`config.mk`:
```
export PLATFORM = sky130hd
export DESIGN_NAME = tone_beep_gen
export DESIGN_NICKNAME = d
export VERILOG_FILES = /design/src/rtl/tone_pkg.sv /design/src/rtl/tone_rst_sync.sv /design/src/rtl/tone_counter.sv /design/src/rtl/tone_tap_select.sv /design/src/rtl/tone_beep_gen.sv
export SDC_FILE = /design/constraint.sdc
export NUM_CORES = 1
export LEC_CHECK = 0
export BUFFER_PORTS_ARGS = -buffer_cell sky130_fd_sc_hd__buf_2
export CORE_ASPECT_RATIO = 1.4
export CORE_MARGIN = 4
export CORE_UTILIZATION = 35
export DETAILED_ROUTE_END_ITERATION = 8
export PLACE_DENSITY = 0.66
export SYNTH_ARGS = -nofsm -noshare
export SYNTH_HDL_FRONTEND = slang
export SYNTH_SLANG_ARGS = --single-unit
```
`constraint.sdc`:
```
create_clock -name clk_i -period 1.12 [get_ports clk_i]
set_clock_uncertainty 0.1 [all_clocks]
set_input_delay 0.168 -clock clk_i [delete_from_list [all_inputs] [get_ports clk_i]]
set_output_delay 0.168 -clock clk_i [all_outputs]
set_load 0.02 [all_outputs]
```
`src/rtl/tone_pkg.sv`:
```
package tone_pkg;

  typedef enum logic [1:0] {
    RATIO_FULL  = 2'b00,
    RATIO_HALF  = 2'b01,
    RATIO_DIV32 = 2'b10,
    RATIO_SPARE = 2'b11
  } ratio_e;

  localparam logic ADDR_ENABLE = 1'b0;
  localparam logic ADDR_SELECT = 1'b1;

  localparam logic [2:0] SHIFT_HALF  = 3'd1;
  localparam logic [2:0] SHIFT_DIV32 = 3'd5;

  // number of tap positions to move down for a given clock-ratio code
  function automatic logic [2:0] ratio_shift(input logic [1:0] code);
    logic [2:0] sh;
    case (ratio_e'(code))
      RATIO_HALF:  sh = SHIFT_HALF;
      RATIO_DIV32: sh = SHIFT_DIV32;
      default:     sh = 3'd0;
    endcase
    return sh;
  endfunction

endpackage

```
`src/rtl/tone_rst_sync.sv`:
```
module tone_rst_sync #(
  parameter int unsigned STAGES = 2
) (
  input  logic clk_i,
  input  logic rst_ni,
  output logic rst_sync_no
);

  logic [STAGES-1:0] sync_q;
  logic [STAGES-1:0] sync_d;

  always_comb begin
    sync_d = {sync_q[STAGES-2:0], 1'b1};
  end

  always_ff @(posedge clk_i or negedge rst_ni) begin
    if (!rst_ni) begin
      sync_q <= '0;
    end else begin
      sync_q <= sync_d;
    end
  end

  assign rst_sync_no = sync_q[STAGES-1];

endmodule

```
`src/rtl/tone_counter.sv`:
```
module tone_counter #(
  parameter int unsigned CNT_W = 19
) (
  input  logic             clk_i,
  input  logic             rst_ni,
  output logic [CNT_W-1:0] cnt_o
);

  logic             phase_q;
  logic             phase_d;
  logic             cnt_en;
  logic [CNT_W-1:0] cnt_q;
  logic [CNT_W-1:0] cnt_d;

  // half-rate clock enable: counter steps on every other edge
  always_comb begin
    phase_d = ~phase_q;
    cnt_en  = phase_q;
    cnt_d   = cnt_q;
    if (cnt_en) begin
      cnt_d = cnt_q + CNT_W'(1);
    end
  end

  always_ff @(posedge clk_i or negedge rst_ni) begin
    if (!rst_ni) begin
      phase_q <= 1'b0;
      cnt_q   <= '0;
    end else begin
      phase_q <= phase_d;
      cnt_q   <= cnt_d;
    end
  end

  assign cnt_o = cnt_q;

  // the enable strobe alternates every edge
  a_r2_phase_alternates: assert property (@(posedge clk_i) disable iff (!rst_ni)
    phase_q |=> !phase_q);

  // counter only moves on the strobe, by exactly one
  a_r2_step_one: assert property (@(posedge clk_i) disable iff (!rst_ni)
    phase_q |=> (cnt_q == $past(cnt_q) + CNT_W'(1)));

  a_r2_hold_off_strobe: assert property (@(posedge clk_i) disable iff (!rst_ni)
    !phase_q |=> $stable(cnt_q));

endmodule

```
`src/rtl/tone_tap_select.sv`:
```
module tone_tap_select
  import tone_pkg::*;
#(
  parameter int unsigned SEL_LSB = 10,
  parameter int unsigned SEL_W   = 9,
  parameter int unsigned CNT_W   = SEL_LSB + SEL_W,
  parameter int unsigned TAP_W   = $clog2(CNT_W)
) (
  input  logic             clk_i,
  input  logic             rst_ni,
  input  logic [SEL_W-1:0] sel_i,
  input  logic [1:0]       ratio_i,
  output logic             valid_o,
  output logic [TAP_W-1:0] tap_o
);

  localparam int unsigned IDX_W = (SEL_W > 1) ? $clog2(SEL_W) : 1;
  localparam int unsigned EXT_W = TAP_W + 1;
  localparam int unsigned TOP_TAP = SEL_LSB + SEL_W - 1;

  logic [IDX_W-1:0] low_idx;
  logic             any_set;
  logic [EXT_W-1:0] base_w;
  logic [EXT_W-1:0] shift_w;
  logic [EXT_W-1:0] eff_w;

  // lowest-set-bit priority encoder (scan from the top, last hit wins)
  always_comb begin
    low_idx = '0;
    any_set = 1'b0;
    for (int i = SEL_W - 1; i >= 0; i--) begin
      if (sel_i[i]) begin
        low_idx = IDX_W'(i);
        any_set = 1'b1;
      end
    end
  end

  // ratio compensation with clamp at bit 0
  always_comb begin
    base_w  = EXT_W'(SEL_LSB) + EXT_W'(low_idx);
    shift_w = EXT_W'(ratio_shift(ratio_i));
    if (base_w >= shift_w) begin
      eff_w = base_w - shift_w;
    end else begin
      eff_w = '0;
    end
  end

  assign valid_o = any_set;
  assign tap_o   = eff_w[TAP_W-1:0];

  // encoder picks a set bit with nothing set below it
  a_r6_lowest_bit: assert property (@(posedge clk_i) disable iff (!rst_ni)
    valid_o |-> (sel_i[low_idx] &&
                 ((sel_i & ((SEL_W'(1) << low_idx) - SEL_W'(1))) == '0)));

  // no valid tap only for an empty field
  a_r7_empty_field: assert property (@(posedge clk_i) disable iff (!rst_ni)
    !valid_o |-> (sel_i == '0));

  // compensation never moves the tap above the field's top bit
  a_r4_tap_in_range: assert property (@(posedge clk_i) disable iff (!rst_ni)
    valid_o |-> (32'(tap_o) <= TOP_TAP));

  // at full speed the tap stays inside the select field
  a_r3_full_in_field: assert property (@(posedge clk_i) disable iff (!rst_ni)
    (valid_o && (ratio_i == RATIO_FULL)) |-> (32'(tap_o) >= SEL_LSB));

endmodule

```
`src/rtl/tone_beep_gen.sv`:
```
module tone_beep_gen
  import tone_pkg::*;
#(
  parameter int unsigned SEL_LSB = 10,
  parameter int unsigned SEL_W   = 9
) (
  input  logic        clk_i,
  input  logic        rst_ni,
  input  logic        wr_en_i,
  input  logic        wr_addr_i,
  input  logic [31:0] wr_data_i,
  input  logic [1:0]  ratio_i,
  output logic        beep_o
);

  localparam int unsigned CNT_W = SEL_LSB + SEL_W;
  localparam int unsigned TAP_W = $clog2(CNT_W);

  logic             rst_sync_n;
  logic [CNT_W-1:0] cnt;
  logic             tap_valid;
  logic [TAP_W-1:0] tap;

  logic             en_q;
  logic             en_d;
  logic [SEL_W-1:0] sel_q;
  logic [SEL_W-1:0] sel_d;
  logic             beep_q;
  logic             beep_d;
  logic             unused_wr_bits;

  tone_rst_sync #(
    .STAGES (2)
  ) u_rst_sync (
    .clk_i       (clk_i),
    .rst_ni      (rst_ni),
    .rst_sync_no (rst_sync_n)
  );

  tone_counter #(
    .CNT_W (CNT_W)
  ) u_counter (
    .clk_i  (clk_i),
    .rst_ni (rst_sync_n),
    .cnt_o  (cnt)
  );

  tone_tap_select #(
    .SEL_LSB (SEL_LSB),
    .SEL_W   (SEL_W),
    .CNT_W   (CNT_W),
    .TAP_W   (TAP_W)
  ) u_tap_select (
    .clk_i   (clk_i),
    .rst_ni  (rst_sync_n),
    .sel_i   (sel_q),
    .ratio_i (ratio_i),
    .valid_o (tap_valid),
    .tap_o   (tap)
  );

  // register write decode; reserved bits are dropped
  always_comb begin
    en_d  = en_q;
    sel_d = sel_q;
    if (wr_en_i) begin
      if (wr_addr_i == ADDR_ENABLE) begin
        en_d = wr_data_i[0];
      end else begin
        sel_d = wr_data_i[SEL_LSB +: SEL_W];
      end
    end
  end

  always_comb begin
    beep_d = en_q & tap_valid & cnt[tap];
  end

  always_ff @(posedge clk_i or negedge rst_sync_n) begin
    if (!rst_sync_n) begin
      en_q   <= 1'b0;
      sel_q  <= '0;
      beep_q <= 1'b0;
    end else begin
      en_q   <= en_d;
      sel_q  <= sel_d;
      beep_q <= beep_d;
    end
  end

  assign beep_o         = beep_q;
  assign unused_wr_bits = ^wr_data_i;

  // disabled means silent on the following edge
  a_r5_off_is_low: assert property (@(posedge clk_i) disable iff (!rst_sync_n)
    !en_q |=> !beep_o);

  // empty field means silent on the following edge
  a_r7_no_tap_low: assert property (@(posedge clk_i) disable iff (!rst_sync_n)
    !tap_valid |=> !beep_o);

  // only bit 0 of an enable write is stored
  a_r8_enable_bit0: assert property (@(posedge clk_i) disable iff (!rst_sync_n)
    (wr_en_i && (wr_addr_i == ADDR_ENABLE)) |=> (en_q == $past(wr_data_i[0])));

  // select state changes only through a select write
  a_r6_sel_held: assert property (@(posedge clk_i) disable iff (!rst_sync_n)
    !(wr_en_i && (wr_addr_i == ADDR_SELECT)) |=> $stable(sel_q));

  // output low while the synchronized reset is held
  a_r1_reset_low: assert property (@(posedge clk_i)
    !rst_sync_n |-> !beep_o);

endmodule

```
==> impl_metrics.env <==
export IMPL_synth_fp_nets=235
export IMPL_critPathTopFamily="compound AO/OA/AOI/OAI gates"
export IMPL_holdCritPathClass="in -> reg"
export IMPL_fin_worst_hold_slack_ns=0.0119
export IMPL_die_height_um=96.8
export IMPL_final_setup_tns_ns=-6.58
export IMPL_worstPathCellList="or2_1, a21boi_2, nor3_2, ha_1, ha_4, buf_4, nor4bb_2, o31a_1, or3_1, a2111oi_1, o2bb2ai_1"
export IMPL_drv_max_cap_violation_count=0
export IMPL_synth_yosys_seq_area_share_pct=41.9
export IMPL_critical_path_endpoint_type="register"
export IMPL_finish_utilization_pct=57.5
export IMPL_met1_routed_length_um=1870
export IMPL_syn_avg_cell_area_um2=10.3
export IMPL_tritoncts="yes"
export IMPL_synth_register_bits=33
export IMPL_final_design_area_no_fill_mm2=0.00315
export IMPL_final_hold_viol_count=0
export IMPL_drive_gt1_share_pct=56.6
export IMPL_clkLatencyLatePin_ns=0.29
export IMPL_timing_setup_critical_path_class="reg -> reg"
export IMPL_mapped_cells=191
export IMPL_layout_cells_most_common_list="buf_4, dfrtp_1, buf_2"
export IMPL_die_area_mm2=0.00692
export IMPL_rsz_0062_raised_after_global_routing="true"
export IMPL_critical_path_required_ns=1.23
export IMPL_via_per_instance_ratio=5.07
export IMPL_final_period_utilization_pct=286
export IMPL_final_net_count=340
export IMPL_grt_max_degree=32
export IMPL_first_iter_violations=52
export IMPL_finalSetupViolations=17
export IMPL_max_freq_mhz=313
export IMPL_p_total_mw=3.70
export IMPL_routabilityCongestion=0.904
export IMPL_drtPass1Iterations=4
export IMPL_power_density_mw_per_mm2=1170
export IMPL_crit_slowest_cell="dfrtp_2"
export IMPL_top_level_ports=39
export IMPL_tritoncts_num_sinks=33
export IMPL_initial_core_util_pct=35.9
export IMPL_drc=0
export IMPL_cp_start_kind="register"
export IMPL_final_critical_path_setup_slack_ns=-2.08
export IMPL_cp_slowest_stage_delay_ns=0.43
export IMPL_global_route_usage_total_pct=16.2
export IMPL_flow_area_growth_from_synthesis_pct=59.8
export IMPL_clock_root_buffer="clkbuf_8"
export IMPL_dpl_cell_count=341
export IMPL_antenna_left=0
export IMPL_cts_root_to_sink_buffers=2
export IMPL_timing_critical_path_arrival_ns=3.31
export IMPL_post_layout_nonfiller_instances=365
export IMPL_dp_final_hpwl_um=3840
export IMPL_path_max_fanout=4
export IMPL_initial_antenna_violation_count=0
export IMPL_met2_wirelength_um=2940
export IMPL_dieWidth_um=71.4
export IMPL_wirelength_um=5240
export IMPL_min_period_ns=3.20
export IMPL_antenna_diode_count=0
export IMPL_fillCellCount=438
export IMPL_slew_viol_final=0
export IMPL_first_global_vias=1967
export IMPL_ctsHtreeMaxLevel=2
export IMPL_syn_area_mm2=0.00197
export IMPL_timing_critical_path_buf_inv=1
export IMPL_synth_yosys_warnings=0
export IMPL_ys_dominant_reg_cell="dfrtp_1"
export IMPL_synth_distinct_cells=48
export IMPL_place_ws_ns=-2.18
export IMPL_most_common_cell_after_layout_fill_and_taps_aside="buf_4"
export IMPL_rows=32
export IMPL_ys_async_sr_fraction_pct=100
export IMPL_route_met3_wl_um=138
export IMPL_place_area_mm2=0.00274
export IMPL_cellLeakagePower_nw=1.47
export IMPL_cts_reportedPaths_clkPinSlew_ns=0.07
export IMPL_gr_total_overflow=0
export IMPL_routed_wire_length_per_instance_um=14.4
export IMPL_vias=1851
export IMPL_placeable_core_region_mm2=0.00549
export IMPL_failed_checks="negative setup slack"
export IMPL_highest_signal_layer="met4"
export IMPL_global_route_wire_length_before_repair_um=8830
export IMPL_io_buffers=16
export IMPL_run_status="finished, violations left"
export IMPL_largest_voltage_drop_on_the_vdd_net_v=0.000837
export IMPL_number_of_enable_flip_flop_cells_after_synthesis=0
export IMPL_cts_buffers=5
-- power breakdown --
group / leakage [nW] / switching [mW] / internal [mW] / total (mW)
combinational: 0.996 / 0.616 / 0.771 / 1.39
clock: 0.0542 / 0.440 / 0.555 / 0.996
sequential: 0.419 / 0.0558 / 1.26 / 1.32
total: 1.47 / 1.11 / 2.59 / 3.70
-- state kept, by name, indices dropped and copies added (netlist names) --
register           count
sel_q                  9
u_counter.cnt_o       19
u_rst_sync.sync_q      2
u_counter.cnt_en       1
beep_o                 1
en_q                   1
-- metal layers --
| metal | vias up | GRT usage, % |
|---|---|---|
| met5 | - | 0 |
| met4 | 0 | 11.0 |
| met3 | 27 | 3.22 |
| met2 | 46 | 29.6 |
| met1 | 879 | 15.7 |
| li1 | 899 | - |
-- path summary, 6_finish.rpt --
path                                                      from                              to  slack, ns  cells after the start
worst max-delay path                      sel_q[7]$_DFFE_PN0P_                beep_o$_DFF_PN0_      -2.08                     11
worst min register to register  u_rst_sync.sync_q[1]$_DFF_PN0_  u_counter.cnt_o[6]$_DFFE_PN0P_       0.13                      1
max in group asynchronous       u_rst_sync.sync_q[1]$_DFF_PN0_            sel_q[7]$_DFFE_PN0P_       0.60                      1
worst max register to register            sel_q[7]$_DFFE_PN0P_                beep_o$_DFF_PN0_      -2.08                     11
min in group asynchronous                               rst_ni  u_rst_sync.sync_q[0]$_DFF_PN0_       0.08                      2
worst min-delay path                             wr_data_i[15]            sel_q[5]$_DFFE_PN0P_       0.01                      2
-- kinds of logic after synthesis --
kind of cell	synth area share (%)
simple gates	21.5
flops	41.9
xor+xnor	9.33
compound gates	9.84
mux	10.2
other cells	0.190
fa+ha+maj	3.81
buf+inv	3.30
-- synth_stat cells (3+ instances only) --
cell	number	area (um2)
o21ai_0	3	15.0
o211ai_1	3	22.5
nand2b_1	4	25.0
ha_1	6	75.1
nand4_1	4	25.0
xnor2_1	13	114
inv_1	7	26.3
and3_1	5	31.3
clkbuf_1	3	11.3
nand3_1	10	50.1
nand2_1	10	37.5
a211oi_1	3	22.5
mux2_2	12	135
xor2_1	8	70.1
nor4_1	4	25.0
a21oi_1	5	25.0
dfrtp_1	33	826
nor2b_1	3	18.8
nor2_1	19	71.3
-- area by class of cell --
| type | instances | area, um2 | share of cell area [%] |
|---|---|---|---|
| tap | 68 | 85.1 | 2.70 |
| clock inverter | 1 | 5.00 | 0.159 |
| multi-input combinational | 146 | 1310 | 41.6 |
| clock buffer | 7 | 96.3 | 3.06 |
| inverter | 7 | 26.3 | 0.834 |
| timing repair buffer | 103 | 798 | 25.3 |
| sequential | 33 | 830 | 26.3 |
-- timing repair --
item                                   CTS  global route
endpoints found under the hold margin    5             0
pin swaps                                9            26
resized for setup                       25            21
setup endpoints to repair               18            19
buffers inserted                         9             6
hold buffers                             4             0
Note: power is estimated with default switching activity, not from simulation.
